$ cat config.mk
export PLATFORM = sky130hd
export DESIGN_NAME = energy_bucket_counter
export DESIGN_NICKNAME = d
export VERILOG_FILES = /design/src/rtl/eb_pkg.sv /design/src/rtl/eb_energy_mult.sv /design/src/rtl/eb_residual_lane.sv /design/src/rtl/energy_bucket_counter.sv
export SDC_FILE = /design/constraint.sdc
export NUM_CORES = 2
export LEC_CHECK = 0
export BUFFER_PORTS_ARGS = -buffer_cell sky130_fd_sc_hd__buf_2
export CAP_MARGIN = 20
export CELL_PAD_IN_SITES_DETAIL_PLACEMENT = 1
export CELL_PAD_IN_SITES_GLOBAL_PLACEMENT = 1
export CORE_UTILIZATION = 27
export CTS_CLUSTER_DIAMETER = 120
export DETAILED_ROUTE_END_ITERATION = 8
export PLACE_DENSITY_LB_ADDON = 0.1
export SETUP_SLACK_MARGIN = 0.3
export SLEW_MARGIN = 20
export SYNTH_ARGS = -nofsm -noshare
export SYNTH_HDL_FRONTEND = slang
export SYNTH_SLANG_ARGS = --single-unit
export TNS_END_PERCENT = 100
$ cat constraint.sdc
create_clock -name clk -period 6.95 [get_ports clk]
set_input_delay 1.39 -clock clk [delete_from_list [all_inputs] [get_ports clk]]
set_output_delay 1.39 -clock clk [all_outputs]
set_load 0.02 [all_outputs]
$ cat src/rtl/eb_pkg.sv
package eb_pkg;

  typedef enum int {
    DIR_POS = 0,
    DIR_NEG = 1
  } eb_dir_e;

  localparam int EB_LANES = 2;

  function automatic int eb_max(input int a, input int b);
    return (a > b) ? a : b;
  endfunction

endpackage

$ cat src/rtl/eb_energy_mult.sv
module eb_energy_mult #(
  parameter int PWR_W = 24,
  parameter int DIV_W = 24,
  parameter int EN_W  = PWR_W + DIV_W
) (
  input  logic signed [PWR_W-1:0] power,
  input  logic        [DIV_W-1:0] divisor,
  output logic        [EN_W-1:0]  energy,
  output logic                    is_pos,
  output logic                    is_neg
);

  logic [PWR_W-1:0] mag;

  always_comb begin
    is_neg = power[PWR_W-1];
    is_pos = !power[PWR_W-1] && (power != '0);
    mag    = is_neg ? PWR_W'(-power) : PWR_W'(power);
    energy = EN_W'(mag) * EN_W'(divisor);
  end

endmodule

$ cat src/rtl/eb_residual_lane.sv
module eb_residual_lane #(
  parameter int BKT_W = 48,
  parameter int EN_W  = 48,
  parameter int RES_W = 49,
  parameter int CNT_W = 24
) (
  input  logic             clk,
  input  logic             rst_n,
  input  logic             clr,
  input  logic             add_en,
  input  logic [EN_W-1:0]  add_val,
  input  logic [BKT_W-1:0] bucket,
  output logic             busy,
  output logic [CNT_W-1:0] count
);

  logic [RES_W-1:0] res;
  logic             bkt_nz;
  logic             over;

  always_comb begin
    bkt_nz = |bucket;
    over   = bkt_nz && (res >= RES_W'(bucket));
    busy   = over;
  end

  always_ff @(posedge clk or negedge rst_n) begin
    if (!rst_n) begin
      res   <= '0;
      count <= '0;
    end else if (clr) begin
      res   <= '0;
      count <= '0;
    end else if (add_en && bkt_nz) begin
      res <= res + RES_W'(add_val);
    end else if (over) begin
      res   <= res - RES_W'(bucket);
      count <= count + CNT_W'(1);
    end
  end


  clr_zero_chk: assert property (@(posedge clk) disable iff (!rst_n)
    clr |=> (res == '0 && count == '0));


  cnt_step_chk: assert property (@(posedge clk) disable iff (!rst_n)
    !clr |=> (count == $past(count) || count == $past(count) + CNT_W'(1)));


  bkt_zero_hold_chk: assert property (@(posedge clk) disable iff (!rst_n)
    (!bkt_nz && !clr) |=> $stable(count));


  add_clash_chk: assert property (@(posedge clk) disable iff (!rst_n)
    add_en |-> !over);


  res_keep_chk: assert property (@(posedge clk) disable iff (!rst_n)
    (over && !clr && !add_en) |=> (res < $past(res)));

endmodule

$ cat src/rtl/energy_bucket_counter.sv
module energy_bucket_counter
  import eb_pkg::*;
#(
  parameter int WORD_W = 24,
  parameter int PWR_W  = WORD_W,
  parameter int DIV_W  = WORD_W,
  parameter int CNT_W  = WORD_W
) (
  input  logic                    clk,
  input  logic                    rst_n,
  input  logic                    clr,
  input  logic                    in_valid,
  output logic                    in_ready,
  input  logic signed [PWR_W-1:0] in_power,
  input  logic        [DIV_W-1:0] in_divisor,
  input  logic       [WORD_W-1:0] bkt_hi,
  input  logic       [WORD_W-1:0] bkt_lo,
  output logic        [CNT_W-1:0] pos_cnt,
  output logic        [CNT_W-1:0] neg_cnt
);

  localparam int BKT_W = 2 * WORD_W;
  localparam int EN_W  = PWR_W + DIV_W;
  localparam int RES_W = eb_max(BKT_W, EN_W) + 1;

  logic [BKT_W-1:0]    bucket;
  logic [EN_W-1:0]     energy;
  logic                is_pos;
  logic                is_neg;
  logic                accept;
  logic [EB_LANES-1:0] lane_sel;
  logic [EB_LANES-1:0] lane_busy;
  logic [CNT_W-1:0]    lane_cnt [EB_LANES];

  assign bucket = {bkt_hi, bkt_lo};

  eb_energy_mult #(
    .PWR_W(PWR_W),
    .DIV_W(DIV_W),
    .EN_W (EN_W)
  ) u_mult (
    .power  (in_power),
    .divisor(in_divisor),
    .energy (energy),
    .is_pos (is_pos),
    .is_neg (is_neg)
  );

  always_comb begin
    lane_sel[int'(DIR_POS)] = is_pos;
    lane_sel[int'(DIR_NEG)] = is_neg;
    in_ready = ~|lane_busy;
    accept   = in_valid && in_ready && !clr;
  end

  for (genvar gi = 0; gi < EB_LANES; gi++) begin : g_lane
    eb_residual_lane #(
      .BKT_W(BKT_W),
      .EN_W (EN_W),
      .RES_W(RES_W),
      .CNT_W(CNT_W)
    ) u_lane (
      .clk    (clk),
      .rst_n  (rst_n),
      .clr    (clr),
      .add_en (accept && lane_sel[gi]),
      .add_val(energy),
      .bucket (bucket),
      .busy   (lane_busy[gi]),
      .count  (lane_cnt[gi])
    );
  end

  assign pos_cnt = lane_cnt[int'(DIR_POS)];
  assign neg_cnt = lane_cnt[int'(DIR_NEG)];


  dir_excl_chk: assert property (@(posedge clk) disable iff (!rst_n)
    $onehot0({is_pos, is_neg}));


  one_lane_step_chk: assert property (@(posedge clk) disable iff (!rst_n)
    (accept && !clr) |=> ($stable(pos_cnt) && $stable(neg_cnt)));

endmodule

==> flow_summary.yaml <==
run_status:
  outcome: "finished, violations left"
  violations: "negative setup slack"
routing:
  drt-met1-wl_um: 68800
  vias_per_cell: 4.78
  wl_met3_um: 2080
  wl_per_cell_um: 19.4
  drt_iter0_markers: 1133
  drc: 0
  wirelength_um: 137000
  drtPass1Iterations: 5
  vias: 33664
  final_antenna_net_count: 0
  met2_length_um: 63000
  topRoutingLayerUsed: "met5"
logic_synthesis:
  synthAdderAreaFrac_pct: 38.5
  mappedNetlistNets: 5508
  synth-seq-area-share_pct: 9.82
  synth_top_family_by_area: "adder cells"
  synthSimpleGateAreaFrac_pct: 18.6
  synth_compound_area_share_pct: 17.4
  yosysUniqueCellTypes: 86
  muxShareOfSynthArea_pct: 0.387
  synth_warnings: 0
  synth_edf_count: 0
  ys_ff_latch: 146
  postSynthAreaPerCell_um2: 8.18
  syn_inst: 4553
  synth-async-reset-ratio_pct: 100
  synth-xor-area-share_pct: 6.12
  synth_area_um2: 37200
  synth-main-ff-cell: "dfrtp_1"
timing:
  fin_crit_ns: 10.90
  tightest_slew_ns: 0.987
  fin_ws_ns: -3.95
  max_freq_mhz: 91.7
  period_share_pct: 157
  maxSlewViolCount: 0
  skew_ns: 0.0166
  rsz0062_at_grt: "true"
  hold_viol: 0
  whs_ns: 0.545
  slew_headroom_pct: 33.1
  report.final.setup_viol: 83
cts:
  cts-htree-levels: 4
  clk_pin_slew_ns: 0.07
  clk_latency_ns: 0.48
  cts_tree: "done"
  cts_buffers: 17
  cts.sinks: 146
  clockBufferDepth: 2
  clock-root-buffer: "clkbuf_16"
  cts_hold_buf: 0
cells_and_area:
  post-route-util_pct: 35.9
  final_nets: 6199
  drive_above_1_share_pct: 25.9
  area_growth_pct: 31.4
worst_setup_path:
  path_class: "input pin to flip-flop"
  crit_fanout: 4
  end_kind: "flip-flop"
  crit_slowest_cell: "or4_4"
  timing.rr.start: "g_lane[0].u_lane.res[14]"
  rr_endpoint: "g_lane[1].u_lane.res[48]"
  rr_worst_depth: 14
  worst_setup_path_start_kind: "input pin"
  critical_path.top_delay_family: "adder cells"
  path_depth: 43
  crit_required_ns: 7.34
  crit_arrival_ns: 11.29
  worst-path-buf-inv: 8
  worst-r2r-setup-slack_ns: 2.36
  crit_path_frequent_cell: "fa_1"
  slowest_delay_ns: 0.60
worst_hold_path:
  holdPathStages: 2
  holdPathEnd: "g_lane[0].u_lane.count[23]"
  worstHoldStart: "g_lane[0].u_lane.count[23]"
  hp-class: "flip-flop to flip-flop"
global_route:
  overflow: 0
  grt_first_pass_wirelength_um: 219000
  grt_pass1_vias: 37132
  antenna_found_initial: 7
  grt_max_degree: 77
  grt_usage_pct: 19.9
floorplanning:
  die-area_um2: 139000
  start_util_pct: 27.3
  core_um2: 136000
  die_w_um: 373
  dieHeight_um: 373
  io-pin-count: 149
  num_rows: 135
placement:
  io_buffers: 148
  gp_congestion: 0.899
  dp_hpwl_um: 118000
job:
  drv_cap: 0
## tightest hold or removal path, stage by stage, from the launching register on
cell and delay (ns):
dfrtp_1 0.36, xor2_1 0.07, nor2_1 0.08
## final cells by class
type / count / area [um^2]
fill: 16145 / 87200
multi-input combinational: 3508 / 33200
timing repair buffer: 881 / 6610
sequential: 146 / 3650
inverter: 690 / 2590
tap: 1781 / 2230
clock buffer: 18 / 439
clock inverter: 13 / 126
antenna: 1 / 2.50
## cells in the mapped netlist (47+ instances only)
library cell	count	area (um^2)
inv_1	690	2590
fa_1	486	9730
nand2_1	477	1790
ha_1	369	4620
and2_1	348	2180
a21oi_1	258	1290
nor2_1	216	811
clkbuf_1	189	709
o21ai_0	166	831
xnor2_1	160	1400
a21o_1	156	1170
dfrtp_1	146	3650
xor2_1	100	876
nand3_1	76	380
a211oi_1	62	465
nand4_1	56	350
nor3_1	52	260
and3_1	47	294
## metal layers
layer | vias up | track usage, %
li1 | 16408 | -
met5 | - | 0
met1 | 16860 | 28.8
met4 | 10 | 3.94
met3 | 93 | 1.21
met2 | 293 | 32.6
## cells in the final DEF (no fill, tap or decap), types with 49 or more instances in the layout
cell	count
and2_1	338
nand4_1	56
a21oi_1	191
nor2_1	202
buf_4	675
ha_4	49
xor2_1	90
inv_1	671
buf_6	50
buf_2	141
ha_1	316
nand3_1	67
a21oi_2	58
dfrtp_1	146
a21o_1	154
nand2_1	453
o21ai_0	98
fa_1	478
xnor2_1	107
## logic make-up after synthesis
| logic type | count (synthesis) |
|---|---|
| compound gates | 981 |
| xor+xnor | 260 |
| fa+ha+maj | 855 |
| buf+inv | 899 |
| flops | 146 |
| mux | 14 |
| simple gates | 1398 |
## worst max-delay path by stage
stage,startpoint,endpoint,slack [ns]
2_1_floorplan,in_power[10],g_lane[1].u_lane.res[45],-3.76
3_3_place_gp,in_power[10],g_lane[0].u_lane.res[48],-4.83
3_5_place_dp,in_power[10],g_lane[1].u_lane.res[47],-4.90
4_1_cts,in_power[7],g_lane[0].u_lane.res[44],-4.03
5_1_grt,in_power[7],g_lane[0].u_lane.res[44],-4.37
6_report,in_power[7],g_lane[0].u_lane.res[44],-3.95
## flip-flops by register name, indices dropped and copies added, names as in the netlist
| name | cells |
|---|---|
| g_lane.u_lane.res | 98 |
| g_lane.u_lane.count | 48 |
## per-stage QoR
step	instances	worst slack [ns]	area, um^2	setup TNS, ns
2_1_floorplan	4553	-3.76	38200	-201.18
3_5_place_dp	6942	-4.90	45500	-308.90
3_3_place_gp	6942	-4.83	45500	-304.88
6_report	7038	-3.95	48900	-239.44
5_1_grt	7038	-4.37	48900	-275.14
4_1_cts	6999	-4.03	47400	-238.95
## repair_timing
action / CTS / global route
gates resized for setup: 208 / 248
cloned: 0 / 0
pin swaps: 111 / 122
setup buffers: 26 / 38
endpoints found under the setup margin: 84 / 86
Power is left out: the tool's default activity adds up to more than one toggle a clock period on the data nets, which glitch-free logic cannot reach.
